`src/rtl/lock_hyst_pkg.sv`:
```
package lock_hyst_pkg;
  typedef enum logic [1:0] {
    EV_NONE = 2'd0,
    EV_IN   = 2'd1,
    EV_OUT  = 2'd2
  } lock_ev_e;
endpackage

```
`src/rtl/lock_hyst_mag.sv`:
```
module lock_hyst_mag #(
  parameter int ERR_W = 16
) (
  input  logic signed [ERR_W-1:0] err_i,
  input  logic        [ERR_W-1:0] thresh_i,
  output logic                    in_range_o
);
  localparam logic [ERR_W-1:0] MIN_NEG = {1'b1, {(ERR_W-1){1'b0}}};
  localparam logic [ERR_W-1:0] MAX_POS = {1'b0, {(ERR_W-1){1'b1}}};

  logic [ERR_W-1:0] mag;

  always_comb begin
    if (err_i == MIN_NEG)    mag = MAX_POS;  // saturate
    else if (err_i[ERR_W-1]) mag = -err_i;
    else                     mag = err_i;
  end

  assign in_range_o = (mag <= thresh_i);

  always_comb begin
    AST_MAG_POS: assert (!mag[ERR_W-1]);
  end
endmodule

```
`src/rtl/lock_hyst_cnt.sv`:
```
module lock_hyst_cnt
  import lock_hyst_pkg::*;
#(
  parameter int CNT_W = 16
) (
  input  logic             clk_i,
  input  logic             rst_ni,
  input  logic             init_i,
  input  lock_ev_e         ev_i,
  input  logic [CNT_W-1:0] lock_cnt_i,
  input  logic [CNT_W-1:0] delock_cnt_i,
  output logic [CNT_W-1:0] count_o,
  output logic             locked_o
);
  localparam logic [CNT_W-1:0] ONE = CNT_W'(1);

  logic [CNT_W-1:0] cnt_q, cnt_d, cnt_up, cnt_dn;
  logic             lk_q, lk_d;

  always_comb begin
    cnt_up = (cnt_q < lock_cnt_i)   ? cnt_q + ONE : cnt_q;
    cnt_dn = (cnt_q > delock_cnt_i) ? cnt_q - ONE : cnt_q;
    cnt_d  = cnt_q;
    lk_d   = lk_q;
    unique case (ev_i)
      EV_IN: begin
        cnt_d = cnt_up;
        if (cnt_up == lock_cnt_i) lk_d = 1'b1;
      end
      EV_OUT: begin
        if (cnt_dn == delock_cnt_i) begin
          cnt_d = '0;
          lk_d  = 1'b0;
        end else begin
          cnt_d = cnt_dn;
        end
      end
      default: ;
    endcase
  end

  always_ff @(posedge clk_i or negedge rst_ni) begin
    if (!rst_ni) begin
      cnt_q <= '0;
      lk_q  <= 1'b0;
    end else if (init_i) begin
      cnt_q <= '0;
      lk_q  <= 1'b0;
    end else begin
      cnt_q <= cnt_d;
      lk_q  <= lk_d;
    end
  end

  assign count_o  = cnt_q;
  assign locked_o = lk_q;

  AST_INIT_CLR: assert property (@(posedge clk_i) disable iff (!rst_ni)
    init_i |=> (count_o == '0 && !locked_o));
  AST_HOLD: assert property (@(posedge clk_i) disable iff (!rst_ni)
    (ev_i == EV_NONE && !init_i) |=> ($stable(count_o) && $stable(locked_o)));
  AST_STEP: assert property (@(posedge clk_i) disable iff (!rst_ni)
    (ev_i != EV_NONE && !init_i) |=> (count_o == '0 || count_o == $past(count_o)
      || count_o == $past(count_o) + ONE || count_o == $past(count_o) - ONE));
  AST_NO_OVERFLOW: assert property (@(posedge clk_i) disable iff (!rst_ni)
    (ev_i == EV_IN && !init_i && cnt_q >= lock_cnt_i) |=> $stable(count_o));
  AST_LOCK_RISE: assert property (@(posedge clk_i) disable iff (!rst_ni)
    $rose(locked_o) |-> (count_o == $past(lock_cnt_i)));
  AST_LOCK_FALL: assert property (@(posedge clk_i) disable iff (!rst_ni)
    $fell(locked_o) |-> (count_o == '0));
endmodule

```
`src/rtl/lock_hyst_det.sv`:
```
module lock_hyst_det
  import lock_hyst_pkg::*;
#(
  parameter int ERR_W = 16,
  parameter int CNT_W = 16
) (
  input  logic                    clk_i,
  input  logic                    rst_ni,
  input  logic                    init_i,
  input  logic                    valid_i,
  input  logic signed [ERR_W-1:0] err_i,
  input  logic        [ERR_W-1:0] thresh_i,
  input  logic        [CNT_W-1:0] lock_cnt_i,
  input  logic        [CNT_W-1:0] delock_cnt_i,
  output logic                    locked_o,
  output logic        [CNT_W-1:0] count_o
);
  logic     in_range;
  lock_ev_e ev;

  lock_hyst_mag #(.ERR_W(ERR_W)) u_mag (
    .err_i     (err_i),
    .thresh_i  (thresh_i),
    .in_range_o(in_range)
  );

  always_comb begin
    if (!valid_i)      ev = EV_NONE;
    else if (in_range) ev = EV_IN;
    else               ev = EV_OUT;
  end

  lock_hyst_cnt #(.CNT_W(CNT_W)) u_cnt (
    .clk_i       (clk_i),
    .rst_ni      (rst_ni),
    .init_i      (init_i),
    .ev_i        (ev),
    .lock_cnt_i  (lock_cnt_i),
    .delock_cnt_i(delock_cnt_i),
    .count_o     (count_o),
    .locked_o    (locked_o)
  );

  AST_IN_RANGE_UP: assert property (@(posedge clk_i) disable iff (!rst_ni)
    (valid_i && !init_i && err_i == '0 && count_o < lock_cnt_i)
      |=> (count_o == $past(count_o) + 1'b1));
endmodule

```
`config.mk`:
```
export PLATFORM = sky130hd
export DESIGN_NAME = lock_hyst_det
export DESIGN_NICKNAME = d
export VERILOG_FILES = /design/src/rtl/lock_hyst_pkg.sv /design/src/rtl/lock_hyst_mag.sv /design/src/rtl/lock_hyst_cnt.sv /design/src/rtl/lock_hyst_det.sv
export SDC_FILE = /design/constraint.sdc
export NUM_CORES = 1
export LEC_CHECK = 0
export BUFFER_PORTS_ARGS = -buffer_cell sky130_fd_sc_hd__clkbuf_2
export CAP_MARGIN = 20
export CORE_MARGIN = 4
export CORE_UTILIZATION = 34
export CTS_CLUSTER_SIZE = 20
export DETAILED_ROUTE_END_ITERATION = 10
export SLEW_MARGIN = 5
export SYNTH_ARGS = -nofsm -noshare
export SYNTH_HDL_FRONTEND = slang
export SYNTH_SLANG_ARGS = --single-unit
```
`constraint.sdc`:
```
create_clock -name clk_i -period 4.4 [get_ports clk_i]
set_clock_uncertainty 0.05 [all_clocks]
set_input_delay 0.44 -clock clk_i [delete_from_list [all_inputs] [get_ports clk_i]]
set_output_delay 0.44 -clock clk_i [all_outputs]
set_load 0.01 [all_outputs]
```
==> results of run 1 <==
-- routing by layer --
| metal | vias up | wire, um |
|---|---|---|
| li1 | 2084 | - |
| met1 | 1955 | 5630 |
| met2 | 151 | 6270 |
| met3 | 19 | 846 |
| met4 | 0 | 235 |
| met5 | - | 0 |
-- synthesized netlist by cell type, types with 3 or more instances --
master,instances
sky130_fd_sc_hd__clkbuf_8,5
sky130_fd_sc_hd__nor4b_1,3
sky130_fd_sc_hd__mux2i_1,11
sky130_fd_sc_hd__o211ai_1,4
sky130_fd_sc_hd__nand3b_1,3
sky130_fd_sc_hd__clkbuf_1,12
sky130_fd_sc_hd__a31oi_1,6
sky130_fd_sc_hd__nor3_1,12
sky130_fd_sc_hd__dfrtp_1,17
sky130_fd_sc_hd__o31ai_1,5
sky130_fd_sc_hd__xor2_1,27
sky130_fd_sc_hd__and4_2,3
sky130_fd_sc_hd__a21oi_1,33
sky130_fd_sc_hd__nand2_1,48
sky130_fd_sc_hd__nor2_2,10
sky130_fd_sc_hd__nand4_1,12
sky130_fd_sc_hd__inv_1,57
sky130_fd_sc_hd__ha_1,50
sky130_fd_sc_hd__and3_1,6
sky130_fd_sc_hd__o21ai_0,28
sky130_fd_sc_hd__or4_1,6
sky130_fd_sc_hd__xnor2_1,36
sky130_fd_sc_hd__and2_1,6
sky130_fd_sc_hd__buf_1,3
sky130_fd_sc_hd__nor2_1,25
sky130_fd_sc_hd__nor3b_1,4
sky130_fd_sc_hd__nor4_2,3
sky130_fd_sc_hd__nor4_1,10
sky130_fd_sc_hd__nand3_1,18
-- repair_timing --
| action | 4_1_cts | 5_1_grt |
|---|---|---|
| hold endpoints to repair | 0 | 0 |
| gates resized for setup | 2 | 8 |
| pin swaps | 1 | 3 |
| setup endpoints to repair | 17 | 17 |
-- logic make-up after synthesis --
| family | count (synthesis) | share of synthesized area (%) |
|---|---|---|
| multiplexers | 11 | 2.80 |
| XOR/XNOR | 63 | 14.0 |
| flip-flops | 17 | 10.8 |
| adder cells (fa/ha/maj) | 50 | 15.9 |
| buffers and inverters | 84 | 10.2 |
| AND/OR/NAND/NOR | 190 | 26.9 |
| AO/OA/AOI/OAI | 113 | 19.4 |
-- state kept, by name, summed over array words and instances (netlist names) --
signal          flops
u_cnt.locked_o      1
u_cnt.count_o      16
-- per-stage QoR --
| stage | instances | hold slack (ns) | worst slack, ns | power, uW |
|---|---|---|---|---|
| detailed placement | 764 | 0.384 | -0.352 | 464 |
| global route | 768 | 0.129 | -0.00306 | 702 |
| finish | 768 | 0.0983 | 0.251 | 656 |
| global placement | 764 | 0.369 | -0.239 | 457 |
| CTS | 768 | 0.114 | 0.00535 | 654 |
| floorplan | 528 | 0.0944 | 0.00899 | 347 |
-- worst register-to-register path: cells and delay by family, from the launching register on --
family	cells	cell delay, ns
flip-flops	1	0.48
adder cells (fa/ha/maj)	1	0.33
AO/OA/AOI/OAI	3	0.92
AND/OR/NAND/NOR	6	1.50
buffers and inverters	2	0.38
-- final timing paths --
path,from,end,slack [ns],depth (start not counted)
worst min register to register,u_cnt.locked_o$_DFFE_PN0P_,u_cnt.locked_o$_DFFE_PN0P_,0.49,2
worst min-delay path,rst_ni,u_cnt.count_o[7]$_DFFE_PN0P_,0.1,1
max in group asynchronous,rst_ni,u_cnt.count_o[1]$_DFFE_PN0P_,3.86,1
worst max-delay path,err_i[2],u_cnt.locked_o$_DFFE_PN0P_,0.25,18
min in group clk_i,u_cnt.locked_o$_DFFE_PN0P_,u_cnt.locked_o$_DFFE_PN0P_,0.49,2
worst max register to register,u_cnt.count_o[0]$_DFFE_PN0P_,u_cnt.count_o[14]$_DFFE_PN0P_,0.61,12
-- power by group through the flow --
stage / logic (uW) / registers, uW / clock network, uW
after floorplan: 179 / 168 / 0
after global placement: 289 / 168 / 0
after detailed placement: 296 / 168 / 0
after CTS: 300 / 165 / 190
after global routing: 339 / 166 / 197
final: 304 / 165 / 187
-- cell type report --
type | count | share of cell area, %
clock buffer | 4 | 1.65
multi-input combinational | 427 | 66.1
inverter | 60 | 4.78
timing repair buffer | 117 | 14.8
sequential | 17 | 8.93
tap | 143 | 3.76
==> flow_summary_export.csv, run 1 <==
group,metric,value,unit
global_routing,wire_length_of_the_first_global_routing_pass,20500,um
place,placement.io_buffers,84,
global_routing,global_route.usage.met3,2.77,%
place,detailed_place_hpwl,10700,um
power,share_clk_of_total_power,28.5,%
drt,wire_per_inst,16.9,um
power,combinationalPowerShare,46.3,%
synthesis,yosys.area.top_type,"sky130_fd_sc_hd__ha_1",
sta,timing.final.crit_period,4.15,ns
clocking,cts.root.buffer_cell,"sky130_fd_sc_hd__clkbuf_16",
layout,top_library_cells_by_usage_in_the_layout_fill_and_taps_aside,"84 x sky130_fd_sc_hd__clkbuf_2, 57 x sky130_fd_sc_hd__inv_1, 50 x sky130_fd_sc_hd__ha_1",
critical_path,timing.critical_path.cells,"clkbuf_2 > or4_4 > nor4_4 > nand2_1 > or4_1 > o311ai_1 > o21a_1 > ha_1 > nand4_1 > nor4_2 > a21boi_1 > o31a_2 > buf_12 > a21oi_1 > nand3_1 > a2111oi_2 > a41oi_1 > nor2_2",
worst_hold_path,worst_hold_path_type,"in2async",
critical_path,worstPathBufferInverterCount,2,
layout,fin_area,4760,um2
power,static-leakage-power,0.00233,uW
power,netSwitchingFraction,36.9,%
synthesis,syn_area,3930,um2
global_routing,via_count_of_the_first_global_routing_pass,4113,
clocking,cts_post_setup_buffers_inserted,0,
drt,route.final.wire_length,13000,um
critical_path,max_stage_delay,0.55,ns
critical_path,setup.worst_path.class,"in2reg",
synthesis,synth_nets,646,
synthesis,synth_area_leaders,"sky130_fd_sc_hd__ha_1 16%, sky130_fd_sc_hd__dfrtp_1 11%, sky130_fd_sc_hd__xnor2_1 8.0%",
floorplanning,placement_rows,39,
drt,final_antenna_net_count,0,
global_routing,largest_net_degree_at_the_start_of_global_routing,25,
sta,final_worst_path_period_share,94.3,%
drt,drt_drc_violations_left,0,
place,dpl_cell_area,4640,um2
power,peakVddDrop,97.5,uV
critical_path,path_max_fanout,12,
synthesis,ys_seq_area_share,10.8,%
global_routing,grt-busiest-layer,"met2",
synthesis,count_of_flip_flops_with_a_built_in_enable_after_synthesis,0,
drt,mean_number_of_vias_per_cell,5.48,
clocking,worstSkewPairLatency,0.25,ns
global_routing,met2_usage,32.6,%
synthesis,synth_async_sr_flop_share,100,%
drt,drt_first_iter_violations,273,
critical_path,critical-path-top-delay-family,"simple AND/OR/NAND/NOR gates",
synthesis,post_synth.cell_area_avg,7.45,um2
sta,worst-slew-pin-transition,0.701,ns
clocking,clk_slew_on_worst_s_h_paths,0.05,ns
power,seqPwrFrac,25.2,%
layout,post_layout_nets,744,
clocking,htree_levels,1,
synthesis,yosysWarningCount,0,
floorplanning,boundaryPins,85,
layout,seq_area,425,um2
clocking,cts_hold_buf,0,
critical_path,cp-end-kind,"flip-flop",
sta,clock.fmax,0.241,GHz
layout,postLayoutCoreUtil,41.9,%
floorplanning,initial_utilization,34.6,%
sta,relSlewSlack,52.9,%
global_routing,grt.met1_usage,25.6,%
clocking,inserted_clock_buffers,3,
critical_path,crit_slowest_cell,"sky130_fd_sc_hd__or4_4",
synthesis,post_synth_num_cell_types,79,
layout,area_growth_syn_to_layout,21.2,%
global_routing,gr-usage-all-layers,19.2,%
critical_path,cp-start-kind,"primary input",
synthesis,synth.ff_latch_count,17,
sta,final_total_negative_setup_slack,0,ns
drt,detailroute.via_count,4209,
global_routing,grt_remaining_overflow,0,
critical_path,critical_path_required,4.54,ns
place,gp_congestion,0.909,
power,internal_power,413,uW
run,max-cap-violations,0,
layout,final.fill_count,1164,
floorplanning,core_region_area,11400,um2
sta,report.final.hold_viol_count,0,
drt,detail_route.first_pass.iterations,5,
layout,multi_input_area,3150,um2
floorplanning,die_h,116,um
clocking,cts_tree,"done",
layout,num_antenna_cells,0,
power,power_density,138,nW/um2
sta,timing_max_transition_violations_final,0,
synthesis,synthesized_netlist_cell_count,528,
power,switching_power,242,uW
synthesis,postSynth.topFlopCell,"sky130_fd_sc_hd__dfrtp_1",
clocking,numClockSinks,17,
synthesis,synthDominantCellAreaShare,15.9,%
floorplanning,die_x,116,um
floorplanning,floorplan.die_area,13300,um2
clocking,clk_path_buf_depth,2,
layout,layout.cells.most_common,"sky130_fd_sc_hd__clkbuf_2",
global_routing,number_of_antenna_violations_at_the_first_check_in_global_routing,0,
critical_path,cp.arrival,4.29,ns
layout,drive_above_1_share,25.8,%
sta,setup_viol,0,
run_status,run_status,"finished, final reports clean",
(Power assumes the default switching activity.)
==> inputs of run 2 (changes only) <==
--- a/config.mk
+++ b/config.mk
@@ -5,12 +5,14 @@
 export SDC_FILE = /design/constraint.sdc
 export NUM_CORES = 1
 export LEC_CHECK = 0
+export ABC_AREA = 1
 export BUFFER_PORTS_ARGS = -buffer_cell sky130_fd_sc_hd__clkbuf_2
 export CAP_MARGIN = 20
 export CORE_MARGIN = 4
 export CORE_UTILIZATION = 34
 export CTS_CLUSTER_SIZE = 20
 export DETAILED_ROUTE_END_ITERATION = 10
+export MAX_ROUTING_LAYER = met4
 export SLEW_MARGIN = 5
 export SYNTH_ARGS = -nofsm -noshare
 export SYNTH_HDL_FRONTEND = slang
==> constraint.sdc (replaced) <==
create_clock -name clk_i -period 4.87 [get_ports clk_i]
set_clock_uncertainty 0.05 [all_clocks]
set_input_delay 0.487 -clock clk_i [delete_from_list [all_inputs] [get_ports clk_i]]
set_output_delay 0.487 -clock clk_i [all_outputs]
set_load 0.01 [all_outputs]
==> run 2 against run 1 <==
  * First-iteration DRC count decreased by 5.9%
  * Final cell count increased by 31%
  * Register-to-register slack gained 0.78 ns
  * Synthesized cell count increased by 44%
  * Global-route usage is 0.46 points higher
  * Clock power is 8% lower
  * Count of clock-buffer cells in the layout stayed put
  * Synthesized area rose by 8.9%
  * Worst setup slack better by 0.49 ns
  * Via count grew 15%
  * Wire length up 5.4%
==> flow_summary_export.csv, run 2 <==
group,metric,value,unit
critical_path,cp.arrival,4.21,ns
floorplanning,core_region_area,12200,um2
run,max-cap-violations,0,
synthesis,synthesized_netlist_cell_count,760,
clocking,worstSkewPairLatency,0.25,ns
sta,grt_setup_unrepaired,"false",
critical_path,cp-start-kind,"primary input",
floorplanning,placement_rows,40,
global_routing,number_of_antenna_violations_at_the_first_check_in_global_routing,0,
drt,detail_route.first_pass.iterations,5,
clocking,cts_hold_buf,0,
sta,report.final.hold_viol_count,0,
floorplanning,floorplan.die_area,14400,um2
synthesis,yosysWarningCount,0,
synthesis,post_synth.cell_area_avg,5.63,um2
layout,largest_reg_flops,16,
floorplanning,boundaryPins,85,
global_routing,largest_net_degree_at_the_start_of_global_routing,34,
power,combinationalPowerShare,61.9,%
critical_path,path_max_fanout,17,
worst_hold_path,worst_hold_path_type,"in2async",
clocking,cts.root.buffer_cell,"sky130_fd_sc_hd__clkbuf_16",
critical_path,setup.worst_path.class,"in2reg",
synthesis,count_of_flip_flops_with_a_built_in_enable_after_synthesis,0,
layout,final.fill_count,1377,
drt,detailroute.via_count,4857,
floorplanning,die_h,120,um
synthesis,post_synth_num_cell_types,38,
sta,timing_max_transition_violations_final,0,
global_routing,gr-usage-all-layers,19.7,%
place,detailed_place_hpwl,11300,um
layout,num_antenna_cells,0,
clocking,cts_post_setup_buffers_inserted,0,
power,static-leakage-power,0.00290,uW
synthesis,syn_area,4280,um2
drt,final_antenna_net_count,0,
drt,drt_drc_violations_left,0,
sta,setup_viol,0,
clocking,htree_levels,1,
global_routing,wire_length_of_the_first_global_routing_pass,22800,um
synthesis,ys_seq_area_share,9.94,%
floorplanning,die_x,120,um
clocking,inserted_clock_buffers,3,
layout,layout.cells.most_common,"sky130_fd_sc_hd__nand2_1",
layout,area_growth_syn_to_layout,15.0,%
power,netSwitchingFraction,49.3,%
sta,timing.final.crit_period,4.13,ns
global_routing,grt_remaining_overflow,0,
sta,worst-slew-pin-transition,0.666,ns
critical_path,cp-end-kind,"flip-flop",
clocking,clk_path_buf_depth,2,
synthesis,synth.ff_latch_count,17,
synthesis,synth_async_sr_flop_share,100,%
layout,top_library_cells_by_usage_in_the_layout_fill_and_taps_aside,"269 x sky130_fd_sc_hd__nand2_1, 98 x sky130_fd_sc_hd__inv_1, 94 x sky130_fd_sc_hd__nand3_1",
critical_path,critical_path_required,4.96,ns
drt,mean_number_of_vias_per_cell,4.84,
place,placement.io_buffers,84,
synthesis,post_synth_most_frequent_cells,"269 x sky130_fd_sc_hd__nand2_1, 98 x sky130_fd_sc_hd__inv_1, 94 x sky130_fd_sc_hd__nand3_1",
sta,relSlewSlack,55.4,%
sta,timing.final.ws_setup,0.741,ns
clocking,ctsResizeCount,0,
clocking,clk_slew_on_worst_s_h_paths,0.05,ns
clocking,cts_tree,"done",
power,switching_power,466,uW
power,share_clk_of_total_power,18.2,%
power,seqPwrFrac,19.9,%
synthesis,yosys.area.top_type,"sky130_fd_sc_hd__nand2_1",
drt,route.final.wire_length,13700,um
place,gp_congestion,0.905,
sta,clock.fmax,0.242,GHz
layout,drive_above_1_share,16.3,%
sta,final_worst_path_period_share,84.8,%
power,peakVddDrop,109,uV
global_routing,via_count_of_the_first_global_routing_pass,4719,
power,internal_power,478,uW
run_status,run_status,"finished, final reports clean",
clocking,numClockSinks,17,
power,power_density,192,nW/um2
place,pre_cts_ws,0.447,ns
synthesis,synth_area_leaders,"sky130_fd_sc_hd__nand2_1 24%, sky130_fd_sc_hd__ha_1 15%, sky130_fd_sc_hd__nand3_1 11%",
synthesis,synthDominantCellAreaShare,23.6,%
layout,post_layout_nets,955,
sta,final_total_negative_setup_slack,0,ns
drt,drt_first_iter_violations,257,
synthesis,post-synth-top-count-cell,"sky130_fd_sc_hd__nand2_1",
critical_path,timing.reg2reg.worst_path_depth,17,
floorplanning,initial_utilization,35.2,%
drt,wire_per_inst,13.6,um
synthesis,synth_nets,878,
synthesis,postSynth.topFlopCell,"sky130_fd_sc_hd__dfrtp_1",
## run 2: worst max-delay path, stage by stage
cell and delay [ns]:
sky130_fd_sc_hd__clkbuf_2 0.09, sky130_fd_sc_hd__inv_1 0.07, sky130_fd_sc_hd__ha_1 0.14, sky130_fd_sc_hd__inv_1 0.05, sky130_fd_sc_hd__nor3_1 0.16, sky130_fd_sc_hd__nor3b_1 0.25, sky130_fd_sc_hd__nand2_1 0.12, sky130_fd_sc_hd__nor3_2 0.17
sky130_fd_sc_hd__inv_1 0.07, sky130_fd_sc_hd__nor3_2 0.22, sky130_fd_sc_hd__nand3_1 0.39, sky130_fd_sc_hd__o211ai_1 0.23, sky130_fd_sc_hd__ha_1 0.17, sky130_fd_sc_hd__a21oi_1 0.06, sky130_fd_sc_hd__o21ai_0 0.13, sky130_fd_sc_hd__nand2_1 0.06
sky130_fd_sc_hd__nand2_1 0.05, sky130_fd_sc_hd__nand2_1 0.04, sky130_fd_sc_hd__nand2_1 0.05, sky130_fd_sc_hd__nand2_1 0.06, sky130_fd_sc_hd__nor2_1 0.12, sky130_fd_sc_hd__inv_1 0.17, sky130_fd_sc_hd__a21oi_1 0.16, sky130_fd_sc_hd__nand3_1 0.09
sky130_fd_sc_hd__nor2_1 0.13, sky130_fd_sc_hd__nand2_2 0.25, sky130_fd_sc_hd__nand2_1 0.13, sky130_fd_sc_hd__nand2_1 0.07
## run 2: layout make-up
class	instances	area, um2	share of cell area, %
timing repair buffer	95	507	10.3
clock buffer	4	78.8	1.60
tap	168	210	4.27
multi-input combinational	615	3300	67.1
inverter	105	397	8.06
sequential	17	425	8.64
## run 2: stage by stage
step                total power [uW]  hold slack, ns  util, %  std cells  area (um2)
CTS                              943           0.150     40.5       1004        4920
global placement                 770           0.418     39.7        999        4830
finish                           944           0.139     40.5       1004        4920
global route                    1040           0.171     40.5       1004        4920
floorplan                        603           0.141        -        760        4280
detailed placement               770           0.419     39.8       1000        4840
## run 2: kinds of logic after synthesis
kind of cell	synth area share [%]
compound gates	8.65
xor+xnor	5.76
fa+ha+maj	14.6
buf+inv	12.9
flops	9.94
simple gates	48.1
## run 2: path summary, 6_finish.rpt
kind	slack, ns	from	endpoint
max	0.74	err_i[1]	u_cnt.count_o[6]$_DFFE_PN0P_
min	0.14	rst_ni	u_cnt.count_o[13]$_DFFE_PN0P_
max reg2reg	1.39	u_cnt.count_o[10]$_DFFE_PN0P_	u_cnt.count_o[6]$_DFFE_PN0P_
min reg2reg	0.50	u_cnt.locked_o$_DFFE_PN0P_	u_cnt.locked_o$_DFFE_PN0P_
max in group asynchronous	4.29	rst_ni	u_cnt.count_o[12]$_DFFE_PN0P_
min in group clk_i	0.50	u_cnt.locked_o$_DFFE_PN0P_	u_cnt.locked_o$_DFFE_PN0P_
## run 2: power groups by stage
| stage | combinational (uW) | clock (uW) | sequential (uW) |
|---|---|---|---|
| global placement | 580 | 0 | 190 |
| CTS | 584 | 172 | 187 |
| floorplan | 422 | 0 | 181 |
| finish | 585 | 172 | 188 |
| global route | 675 | 178 | 190 |
| detailed placement | 580 | 0 | 190 |
## run 2: layer usage
metal / routed length, um / track usage [%] / part of all wire, %
met5: 0 / - / 0
met3: 978 / 2.25 / 7.1
met1: 6250 / 26.0 / 46
met4: 176 / 3.58 / 1.3
met2: 6280 / 32.9 / 46
